===== config.mk =====
export PLATFORM = sky130hd
export DESIGN_NAME = eth_pause_ctrl
export DESIGN_NICKNAME = d
export VERILOG_FILES = /design/src/rtl/eth_pause_pkg.sv /design/src/rtl/pause_req_merge.sv /design/src/rtl/pause_frame_gen.sv /design/src/rtl/pause_tx_mux.sv /design/src/rtl/eth_pause_ctrl.sv
export SDC_FILE = /design/constraint.sdc
export NUM_CORES = 1
export LEC_CHECK = 0
export BUFFER_PORTS_ARGS = -buffer_cell sky130_fd_sc_hd__clkbuf_2
export CAP_MARGIN = 20
export CORE_MARGIN = 2
export CORE_UTILIZATION = 52
export CTS_BUF_LIST = sky130_fd_sc_hd__clkbuf_16
export CTS_CLUSTER_DIAMETER = 150
export DETAILED_ROUTE_END_ITERATION = 8
export GPL_ROUTABILITY_DRIVEN = 1
export PLACE_DENSITY = 0.95
export SLEW_MARGIN = 10
export SYNTH_ARGS = -nofsm -noshare
export SYNTH_HDL_FRONTEND = slang
export SYNTH_HIERARCHICAL = 1
export SYNTH_SLANG_ARGS = --single-unit
export TNS_END_PERCENT = 1

===== constraint.sdc =====
create_clock -name clk_i -period 5.1 [get_ports clk_i]
set_clock_uncertainty 0.2 [all_clocks]
set_input_delay 0.255 -clock clk_i [delete_from_list [all_inputs] [get_ports clk_i]]
set_output_delay 0.255 -clock clk_i [all_outputs]
set_load 0.05 [all_outputs]

===== src/rtl/eth_pause_pkg.sv =====
package eth_pause_pkg;
  typedef enum logic {PAUSE_XON = 1'b0, PAUSE_XOFF = 1'b1} pause_kind_e;

  localparam logic [47:0] PAUSE_DA     = 48'h0180C2000001;
  localparam logic [15:0] PAUSE_ETYPE  = 16'h8808;
  localparam logic [15:0] PAUSE_OPCODE = 16'h0001;

  // Byte idx of the pause frame in transmit order.
  function automatic logic [7:0] frame_byte(input int idx, input logic [47:0] sa,
                                            input logic [15:0] q);
    logic [7:0] b;
    if (idx < 6)        b = 8'(PAUSE_DA >> (8 * (5 - idx)));
    else if (idx < 12)  b = 8'(sa >> (8 * (11 - idx)));
    else if (idx == 12) b = PAUSE_ETYPE[15:8];
    else if (idx == 13) b = PAUSE_ETYPE[7:0];
    else if (idx == 14) b = PAUSE_OPCODE[15:8];
    else if (idx == 15) b = PAUSE_OPCODE[7:0];
    else if (idx == 16) b = q[15:8];
    else if (idx == 17) b = q[7:0];
    else                b = 8'h00;
    return b;
  endfunction
endpackage


===== src/rtl/pause_req_merge.sv =====
module pause_req_merge
  import eth_pause_pkg::*;
(
  input  logic        clk_i,
  input  logic        rst_ni,
  input  logic        cl_xoff_i,
  input  logic        cl_xon_i,
  input  logic        sw_xoff_set_i,
  input  logic        sw_xon_set_i,
  input  logic        no_pause_fifo_i,
  input  logic        rx_almost_full_i,
  input  logic        start_i,
  output logic        pend_o,
  output pause_kind_e kind_o,
  output logic        sw_xoff_o,
  output logic        sw_xon_o
);
  logic        af_q;
  logic        af_rise, af_fall;
  logic        raise_xoff, raise_xon;
  logic        pend_q;
  pause_kind_e kind_q;
  logic        sw_xoff_q, sw_xon_q;

  // Edge tracker runs even when disabled so re-enabling sees no stale edge.
  always_ff @(posedge clk_i or negedge rst_ni) begin
    if (!rst_ni) af_q <= 1'b0;
    else         af_q <= rx_almost_full_i;
  end

  assign af_rise    = rx_almost_full_i & ~af_q & ~no_pause_fifo_i;
  assign af_fall    = ~rx_almost_full_i & af_q & ~no_pause_fifo_i;
  assign raise_xoff = cl_xoff_i | sw_xoff_set_i | af_rise;
  assign raise_xon  = cl_xon_i  | sw_xon_set_i  | af_fall;

  // Single slot: latest raise overwrites the kind; XOFF wins a tie.
  always_ff @(posedge clk_i or negedge rst_ni) begin
    if (!rst_ni) begin
      pend_q <= 1'b0;
      kind_q <= PAUSE_XON;
    end else begin
      pend_q <= (pend_q & ~start_i) | raise_xoff | raise_xon;
      if (raise_xoff)     kind_q <= PAUSE_XOFF;
      else if (raise_xon) kind_q <= PAUSE_XON;
    end
  end

  always_ff @(posedge clk_i or negedge rst_ni) begin
    if (!rst_ni) begin
      sw_xoff_q <= 1'b0;
      sw_xon_q  <= 1'b0;
    end else begin
      if (sw_xoff_set_i) sw_xoff_q <= 1'b1;
      else if (start_i)  sw_xoff_q <= 1'b0;
      if (sw_xon_set_i)  sw_xon_q  <= 1'b1;
      else if (start_i)  sw_xon_q  <= 1'b0;
    end
  end

  assign pend_o    = pend_q;
  assign kind_o    = kind_q;
  assign sw_xoff_o = sw_xoff_q;
  assign sw_xon_o  = sw_xon_q;

  assert_nopause_R7: assert property (@(posedge clk_i) disable iff (!rst_ni)
    (no_pause_fifo_i && !pend_q && !cl_xoff_i && !cl_xon_i && !sw_xoff_set_i && !sw_xon_set_i)
    |=> !pend_q);
  assert_hold_pending_R4: assert property (@(posedge clk_i) disable iff (!rst_ni)
    (pend_q && !start_i) |=> pend_q);
  assert_sw_selfclear_R5: assert property (@(posedge clk_i) disable iff (!rst_ni)
    (start_i && !sw_xoff_set_i && !sw_xon_set_i) |=> (!sw_xoff_q && !sw_xon_q));
  assert_tie_xoff_R8: assert property (@(posedge clk_i) disable iff (!rst_ni)
    (cl_xoff_i && cl_xon_i) |=> (pend_q && kind_q == PAUSE_XOFF));
endmodule


===== src/rtl/pause_frame_gen.sv =====
module pause_frame_gen
  import eth_pause_pkg::*;
#(
  parameter int DATA_W      = 64,
  parameter int FRAME_BYTES = 60,
  localparam int BPB        = DATA_W / 8,
  localparam int EMPTY_W    = (BPB > 1) ? $clog2(BPB) : 1
) (
  input  logic               clk_i,
  input  logic               rst_ni,
  input  logic               start_i,
  input  pause_kind_e        kind_i,
  input  logic [47:0]        src_mac_i,
  input  logic [15:0]        quanta_i,
  output logic               busy_o,
  output logic [DATA_W-1:0]  data_o,
  output logic               sop_o,
  output logic               eop_o,
  output logic [EMPTY_W-1:0] empty_o
);
  localparam int BEATS      = (FRAME_BYTES + BPB - 1) / BPB;
  localparam int CNT_W      = (BEATS > 1) ? $clog2(BEATS) : 1;
  localparam int LAST_EMPTY = BEATS * BPB - FRAME_BYTES;
  localparam logic [CNT_W-1:0] LAST_CNT = CNT_W'(BEATS - 1);

  logic              busy_q;
  logic [CNT_W-1:0]  cnt_q;
  logic [15:0]       quanta_q;
  logic [47:0]       sa_q;
  logic              last_beat;

  assign last_beat = busy_q && (cnt_q == LAST_CNT);

  always_ff @(posedge clk_i or negedge rst_ni) begin
    if (!rst_ni) begin
      busy_q   <= 1'b0;
      cnt_q    <= '0;
      quanta_q <= '0;
      sa_q     <= '0;
    end else if (start_i && !busy_q) begin
      busy_q   <= 1'b1;
      cnt_q    <= '0;
      quanta_q <= (kind_i == PAUSE_XOFF) ? quanta_i : 16'h0000;
      sa_q     <= src_mac_i;
    end else if (busy_q) begin
      cnt_q <= cnt_q + 1'b1;
      if (last_beat) busy_q <= 1'b0;
    end
  end

  for (genvar j = 0; j < BPB; j++) begin : g_lane
    always_comb begin
      data_o[8*j +: 8] = busy_q ? frame_byte(int'(cnt_q) * BPB + j, sa_q, quanta_q) : 8'h00;
    end
  end

  assign busy_o  = busy_q;
  assign sop_o   = busy_q && (cnt_q == '0);
  assign eop_o   = last_beat;
  assign empty_o = last_beat ? EMPTY_W'(LAST_EMPTY) : '0;

  assert_sop_follows_start_R9: assert property (@(posedge clk_i) disable iff (!rst_ni)
    (start_i && !busy_q) |=> sop_o);
  assert_end_on_eop_R9: assert property (@(posedge clk_i) disable iff (!rst_ni)
    $fell(busy_q) |-> $past(eop_o));
  assert_no_restart_R2: assert property (@(posedge clk_i) disable iff (!rst_ni)
    (busy_q && !last_beat) |=> (busy_q && !sop_o));
endmodule


===== src/rtl/pause_tx_mux.sv =====
module pause_tx_mux #(
  parameter int DATA_W  = 64,
  localparam int EMPTY_W = (DATA_W / 8 > 1) ? $clog2(DATA_W / 8) : 1
) (
  input  logic               clk_i,
  input  logic               rst_ni,
  input  logic               cl_valid_i,
  input  logic [DATA_W-1:0]  cl_data_i,
  input  logic               cl_sop_i,
  input  logic               cl_eop_i,
  input  logic [EMPTY_W-1:0] cl_empty_i,
  output logic               cl_ready_o,
  input  logic               gen_busy_i,
  input  logic [DATA_W-1:0]  gen_data_i,
  input  logic               gen_sop_i,
  input  logic               gen_eop_i,
  input  logic [EMPTY_W-1:0] gen_empty_i,
  output logic               boundary_free_o,
  output logic               tx_valid_o,
  output logic [DATA_W-1:0]  tx_data_o,
  output logic               tx_sop_o,
  output logic               tx_eop_o,
  output logic [EMPTY_W-1:0] tx_empty_o
);
  logic in_frame_q, in_frame_d, acc;

  assign cl_ready_o = ~gen_busy_i;
  assign acc        = cl_valid_i & cl_ready_o;

  always_comb begin
    in_frame_d = in_frame_q;
    if (acc && cl_eop_i)      in_frame_d = 1'b0;
    else if (acc && cl_sop_i) in_frame_d = 1'b1;
  end

  always_ff @(posedge clk_i or negedge rst_ni) begin
    if (!rst_ni) in_frame_q <= 1'b0;
    else         in_frame_q <= in_frame_d;
  end

  assign boundary_free_o = ~in_frame_d;

  always_comb begin
    if (gen_busy_i) begin
      tx_valid_o = 1'b1;
      tx_data_o  = gen_data_i;
      tx_sop_o   = gen_sop_i;
      tx_eop_o   = gen_eop_i;
      tx_empty_o = gen_empty_i;
    end else begin
      tx_valid_o = cl_valid_i;
      tx_data_o  = cl_data_i;
      tx_sop_o   = cl_sop_i;
      tx_eop_o   = cl_eop_i;
      tx_empty_o = cl_empty_i;
    end
  end

  assert_pause_at_boundary_R4: assert property (@(posedge clk_i) disable iff (!rst_ni)
    (gen_busy_i && gen_sop_i) |-> !in_frame_q);
  assert_frame_stays_closed_R4: assert property (@(posedge clk_i) disable iff (!rst_ni)
    gen_busy_i |=> !in_frame_q);
endmodule


===== src/rtl/eth_pause_ctrl.sv =====
module eth_pause_ctrl
  import eth_pause_pkg::*;
#(
  parameter int DATA_W      = 64,
  parameter int FRAME_BYTES = 60,
  localparam int EMPTY_W    = (DATA_W / 8 > 1) ? $clog2(DATA_W / 8) : 1
) (
  input  logic               clk_i,
  input  logic               rst_ni,
  input  logic               cl_xoff_req_i,
  input  logic               cl_xon_req_i,
  input  logic               sw_xoff_set_i,
  input  logic               sw_xon_set_i,
  output logic               sw_xoff_o,
  output logic               sw_xon_o,
  input  logic               no_pause_fifo_i,
  input  logic               rx_almost_full_i,
  input  logic [47:0]        src_mac_i,
  input  logic [15:0]        xoff_quanta_i,
  input  logic               cl_valid_i,
  input  logic [DATA_W-1:0]  cl_data_i,
  input  logic               cl_sop_i,
  input  logic               cl_eop_i,
  input  logic [EMPTY_W-1:0] cl_empty_i,
  output logic               cl_ready_o,
  output logic               tx_valid_o,
  output logic [DATA_W-1:0]  tx_data_o,
  output logic               tx_sop_o,
  output logic               tx_eop_o,
  output logic [EMPTY_W-1:0] tx_empty_o
);
  logic               pend, busy, bfree, start;
  pause_kind_e        kind;
  logic [DATA_W-1:0]  g_data;
  logic               g_sop, g_eop;
  logic [EMPTY_W-1:0] g_empty;

  assign start = pend & ~busy & bfree;

  pause_req_merge u_merge (
    .clk_i            (clk_i),
    .rst_ni           (rst_ni),
    .cl_xoff_i        (cl_xoff_req_i),
    .cl_xon_i         (cl_xon_req_i),
    .sw_xoff_set_i    (sw_xoff_set_i),
    .sw_xon_set_i     (sw_xon_set_i),
    .no_pause_fifo_i  (no_pause_fifo_i),
    .rx_almost_full_i (rx_almost_full_i),
    .start_i          (start),
    .pend_o           (pend),
    .kind_o           (kind),
    .sw_xoff_o        (sw_xoff_o),
    .sw_xon_o         (sw_xon_o)
  );

  pause_frame_gen #(.DATA_W(DATA_W), .FRAME_BYTES(FRAME_BYTES)) u_gen (
    .clk_i     (clk_i),
    .rst_ni    (rst_ni),
    .start_i   (start),
    .kind_i    (kind),
    .src_mac_i (src_mac_i),
    .quanta_i  (xoff_quanta_i),
    .busy_o    (busy),
    .data_o    (g_data),
    .sop_o     (g_sop),
    .eop_o     (g_eop),
    .empty_o   (g_empty)
  );

  pause_tx_mux #(.DATA_W(DATA_W)) u_mux (
    .clk_i           (clk_i),
    .rst_ni          (rst_ni),
    .cl_valid_i      (cl_valid_i),
    .cl_data_i       (cl_data_i),
    .cl_sop_i        (cl_sop_i),
    .cl_eop_i        (cl_eop_i),
    .cl_empty_i      (cl_empty_i),
    .cl_ready_o      (cl_ready_o),
    .gen_busy_i      (busy),
    .gen_data_i      (g_data),
    .gen_sop_i       (g_sop),
    .gen_eop_i       (g_eop),
    .gen_empty_i     (g_empty),
    .boundary_free_o (bfree),
    .tx_valid_o      (tx_valid_o),
    .tx_data_o       (tx_data_o),
    .tx_sop_o        (tx_sop_o),
    .tx_eop_o        (tx_eop_o),
    .tx_empty_o      (tx_empty_o)
  );

  assert_pending_served_R2: assert property (@(posedge clk_i) disable iff (!rst_ni)
    (pend && !busy && bfree) |=> busy);
  assert_ready_back_R10: assert property (@(posedge clk_i) disable iff (!rst_ni)
    (busy && tx_eop_o) |=> cl_ready_o);
endmodule


## Yosys cells after proc, flatten, opt, wreduce, memory -nomap -nowiden

Cells that the tools add are included.

| storage, ports and cells | value |
|---|---|
| register bits | 74 |
| input port bits | 142 |
| output and inout bits | 73 |
| logic and storage cells | 219 |

| cells by class | value |
|---|---|
| add/sub/neg operators | 24 |
| $lt $le $gt $ge | 16 |
| equality and inequality tests | 44 |
| shifts and indexed selects | 16 |
| muxes and demuxes | 78 |
| bitwise logic cells | 20 |
| reduce and logical (&&, ||, !) cells | 11 |

Operator list:

| cell | number |
|---|---|
| == test 32 x 5 -> 1 bit, second input constant | 28 |
| 2-to-1 mux 8 bit | 59 |
| == test 32 x 6 -> 1 bit, second input constant | 14 |
| right shift 48 x 32 -> 8 bit | 8 |
| right shift 41 x 32 -> 8 bit, first input constant | 8 |
| less-than comparator 32 x 4 -> 1 bit, second input constant | 7 |
| less-than comparator 32 x 5 -> 1 bit, second input constant | 7 |
| subtractor 4 x 29 -> 29 bit, first input constant | 7 |
| subtractor 5 x 29 -> 29 bit, first input constant | 7 |
| 2-to-1 mux 64 bit | 1 |
| adder 6 x 3 -> 7 bit, second input constant | 4 |
| 2-to-1 mux 16 bit | 1 |
| adder 6 x 2 -> 7 bit, second input constant | 2 |
| 2-to-1 mux 1 bit | 13 |
| 2-to-1 mux 3 bit | 4 |
| bitwise AND 1 bit | 8 |
| nonzero test 2 bit | 4 |
| adder 6 x 1 -> 7 bit, second input constant | 1 |
| subtractor 3 x 6 -> 7 bit, first input constant | 1 |
| subtractor 4 x 6 -> 7 bit, first input constant | 1 |
| == test 3 bit, second input constant | 2 |
| less-than comparator 6 x 3 -> 1 bit, second input constant | 1 |
| less-than comparator 6 x 4 -> 1 bit, second input constant | 1 |
| NOT 1 bit | 6 |
| other kinds (5) | 14 |

## Longest topological paths before layout

| logic depth | value |
|---|---|
| depth after elaboration | 11 |
| depth in mapped cells | 10 |
| depth with buffers taken out | 7 |

## By module

Netlist, hierarchy kept.

By module, submodules not included:

| module | times used | cells an instance | area each (um2) | seq. area each (um2) |
|---|---|---|---|---|
| pause_frame_gen | 1 | 404 | 3393.3 | 1701.6 |
| pause_tx_mux | 1 | 84 | 1256.2 | 25.0 |
| pause_req_merge | 1 | 18 | 216.5 | 125.1 |
| eth_pause_ctrl | 1 | 1 | 8.8 | 0.0 |

## Least setup slack after synthesis

Ideal clock, no wire load.

| timing path | value |
|---|---|
| kind | reg2out |
| from | register u_gen.cnt_q[1] |
| to | output tx_data_o[61] |
| data arrival time | 2297 ps |
| required time | 4645 ps |
| setup slack | 2348 ps |
| cell stages (with the launch flop) | 9 |
| buffers on the path | 1 |
| cell sequence | dfrtp_1 > inv_1 > ha_1 > ha_1 > nor4b_4 > and4_4 > buf_6 > and2_1 > mux2_2 |

| on the way | value |
|---|---|
| cells in the longest elaborated chain, start to end | 11 |
| elaborated cells on any way between the ends | 22 |
| those cells by class | add/sub: 3; order compare: 2; eq/ne: 6; shift: 2; mux: 9 |

RTL lines:

| item | line | source |
|---|---|---|
| start: declaration | pause_frame_gen.sv:27 | `logic [CNT_W-1:0] cnt_q;` |
| start signal: assignment | pause_frame_gen.sv:46 | `cnt_q <= cnt_q + 1'b1;` |
| adder 6 x 3 -> 7 bit * | pause_frame_gen.sv:53 | `data_o[8*j +: 8] = busy_q ? frame_byte(int'(cnt_q) * BPB + j, sa_q, quanta_q) : 8'h00;` |
| parallel branches: the longest is 8 deep, another holds subtractor 5 x 29 -> 29 bit | -- |  |
| 2-to-1 mux 8 bit * | eth_pause_pkg.sv:12 | `if (idx < 6) b = 8'(PAUSE_DA >> (8 * (5 - idx)));` |
| named net g_data[61] | eth_pause_ctrl.sv:34 | `logic [DATA_W-1:0] g_data;` |
| 2-to-1 mux 64 bit * | pause_tx_mux.sv:44 | `if (gen_busy_i) begin` |
| end: declaration | eth_pause_ctrl.sv:27 | `output logic [DATA_W-1:0] tx_data_o,` |

Mark *: on every way through the listed nets, which the timed path passes.

## Final worst setup path

| timing path | value |
|---|---|
| from | register u_gen.cnt_q[1] |
| to | output tx_data_o[55] |

The elaborated chain is that of the path after synthesis.

==> reports/metrics.yaml <==
finalWeightedCongestion: 0.832
yosys_warnings: 6
core-area_mm2: 0.00915
grt_use_total_pct: 28.8
grt-busiest-layer: "met2"
fin_crit_ns: 3.42
critPathMostFrequentCell: "ha_1"
dp.cells: 799
initialDrtViolationCount: 303
ys_types: 44
postCtsHoldBufs: 67
ios: 215
antenna_found_initial: 0
vias: 4699
grt_pass1_vias: 4923
instances_no_fill: 883
die_h_um: 101
grt_overflow_total: 0
dp_hpwl_um: 9320
finalHoldViolCount: 0
place_area_mm2: 0.00578
start_kind: "flip-flop"
yosys.area.top_type: "dfrtp_1"
ys.flop_type: "dfrtp_1"
crit_end: "tx_data_o[55]"
rows: 35
die_area_mm2: 0.0102
slew_viol_final: 0
ys_top_cells_by_area: "dfrtp_1 38%, mux2_4 21%, nand2_1 14%"
cts_tree: "built"
cts_root_buf: "clkbuf_16"
layout-drive-gt1-share_pct: 40.0
tns_ns: 0
synthXorXnorAreaFrac_pct: 0.180
finalCritPeriodShare_pct: 67.1
final_util_pct: 73.5
avgRoutedWirePerCell_um: 16.4
synth_edf_count: 0
comb_power_share_pct: 59.2
ys_seq_area_share_pct: 38.0
yosysTopAreaCellShare_pct: 38.0
finalSetupViolations: 0
diodes: 0
synth_top_family_by_area: "simple AND/OR/NAND/NOR gates"
synth-compound-area-share_pct: 5.24
regMostFlops: "u_gen/sa_q"
max_stage_delay_ns: 0.57
grt_pass1_wl_um: 22700
power_leakage_nw: 3.83
crit_arrival_ns: 2.97
met3_usage_pct: 5.48
largest_register_ffs: 48
reg2reg_depth: 7
cts_sinks: 74
rsz0062_at_grt: "no"
crit_path_start: "u_gen/cnt_q[1]"
path_clk_slew_ns: 0.06
p_switching_w: 0.00196
worstHoldPathType: "input pin to flip-flop"
crit_fanout: 16
sw_frac_of_total_pct: 49.4
slowest_stage: "dfrtp_1"
cp.depth: 8
worst_r2r_startpoint: "u_gen/busy_o"
fp.dieW_um: 101
start_util_pct: 53.3
drt_pass1_iterations: 5
synth.avg_cell_area_um2: 9.61
r2r-end: "u_gen/quanta_q[9]"
path_buf_inv: 2
power.density_mw_per_mm2: 590
status: "completed"
largestRegisters: "u_gen/sa_q (48), u_gen/quanta_q (16), u_gen/cnt_q (3)"
crit_chain: "inv_1, ha_1, ha_1, nor4b_4, and4_4, and2_1, mux2_4, clkbuf_2"
cts_max_level: 3
clk_path_buf_depth: 2
muxShareOfSynthArea_pct: 21.1
drv_cap: 0
synth-seq-cells: 74
post_cts_resize_count: 0
io_buffers: 214
wl_um: 14500
worst-slew-pin-transition_ns: 1.09
maxSlewHeadroom_pct: 27.4
crit_type: "flip-flop to output pin"
regToRegSetupSlack_ns: 1.95
final_antenna_net_count: 0
fmax_ghz: 0.292
avgViaCountPerCell: 5.32
drcViolationCount: 0
postLayoutCellArea_mm2: 0.00673
postCtsSetupBuffers: 0
synth_adder_area_share_pct: 1.80
seqPwrFrac_pct: 26.8
synthSimpleGateAreaFrac_pct: 24.6
worstPathRequired_ns: 4.64
grt_max_degree: 75
hold_ws_ns: 0.0391
use_met1_pct: 28.9
crit_path_end_kind: "output pin"
syn_area_mm2: 0.00487
pwr-share-clk_pct: 14.1
nets: 916
crit_family: "simple AND/OR/NAND/NOR gates"
syn_to_final_growth_pct: 38.0
peakVddDrop_v: 0.000423
cts_made_buffers: 9
gr-usage-met2_pct: 53.7
p_int_w: 0.00201
synthesis.instances: 507
async_reset_ff_share_pct: 100
clk_latency_ns: 0.33
## final cells by class
class | instances | area, um2
multi-input cells | 389 | 2640
fillers | 633 | 2420
flip-flops and latches | 74 | 1860
repair buffers | 285 | 1800
clock buffers | 9 | 225
well taps | 111 | 139
clock inverters | 7 | 37.5
inverters | 8 | 30.0
## worst min path at each step
stage / depth (start not counted) / endpoint / from
after floorplan: 0 / u_gen/busy_o / rst_ni
after global placement: 1 / u_gen/sa_q[13] / rst_ni
after detailed placement: 1 / u_merge/af_q / rx_almost_full_i
after CTS: 3 / u_gen/quanta_q[4] / xoff_quanta_i[4]
after global routing: 3 / u_merge/kind_o / cl_xoff_req_i
final: 3 / u_merge/kind_o / cl_xoff_req_i
## layer usage
metal | vias to the layer above | wire, um
met5 | - | 0
met4 | 0 | 683
met3 | 60 | 888
met2 | 275 | 7750
met1 | 2199 | 5140
li1 | 2165 | -
## placed cells by master, fill, tap and decap left out, types with 3 or more instances in the layout
cell and count:
buf_4 3, o21ai_0 3, dfrtp_1 73, nand3_1 19, dlygate4sd3_1 68, nand2_1 184
a22o_1 7, and3b_1 3, nor2_1 11, a21oi_1 6, clkbuf_2 213, and2_1 17
and3_1 14, mux2_4 67, ha_1 7, a22oi_1 7, conb_1 14, clkbuf_16 9
inv_1 9
## synthesized netlist by cell type (all sizes together) (2+ instances only)
master	number
and2	18
nor2	11
a22o	7
nor3b	2
clkbuf	8
nand2	184
nor2b	3
o31ai	2
nor4b	2
buf	41
a21o	2
and3	14
a22oi	7
nand2b	2
nand3	19
a21oi	6
ha	7
mux2	69
dfrtp	74
inv	8
o21ai	5
and3b	3
## worst register-to-register path: stages, from the launching register on
cell and delay [ns]:
dfrtp_4 0.63, and3b_1 0.24, o21ai_1 0.15, and3b_1 0.31, nor2b_4 0.88, buf_4 0.42
nand3_1 0.14, nand2_1 0.12
## through the flow
step                worst slack [ns]  power (W)
floorplan                       2.35    0.00298
global placement                2.12    0.00322
detailed placement              2.02    0.00334
CTS                             1.67    0.00395
global route                    1.51    0.00418
finish                          1.68    0.00397
## cells by family after synthesis
group                    Yosys count
AND/OR/NAND/NOR                  263
flip-flops                        74
multiplexers                      69
buffers and inverters             57
AO/OA/AOI/OAI                     35
adder cells (fa/ha/maj)            7
other                              1
XOR/XNOR                           1
## power by group through the flow
stage	Sequential [W]	Combinational [W]	Clock [W]
after floorplan	0.000988	0.00200	0
after global placement	0.00104	0.00219	0
after detailed placement	0.00106	0.00228	0
after CTS	0.00105	0.00233	0.000569
after global routing	0.00109	0.00250	0.000594
final	0.00106	0.00235	0.000558
Note: power is estimated with default switching activity, not from simulation.
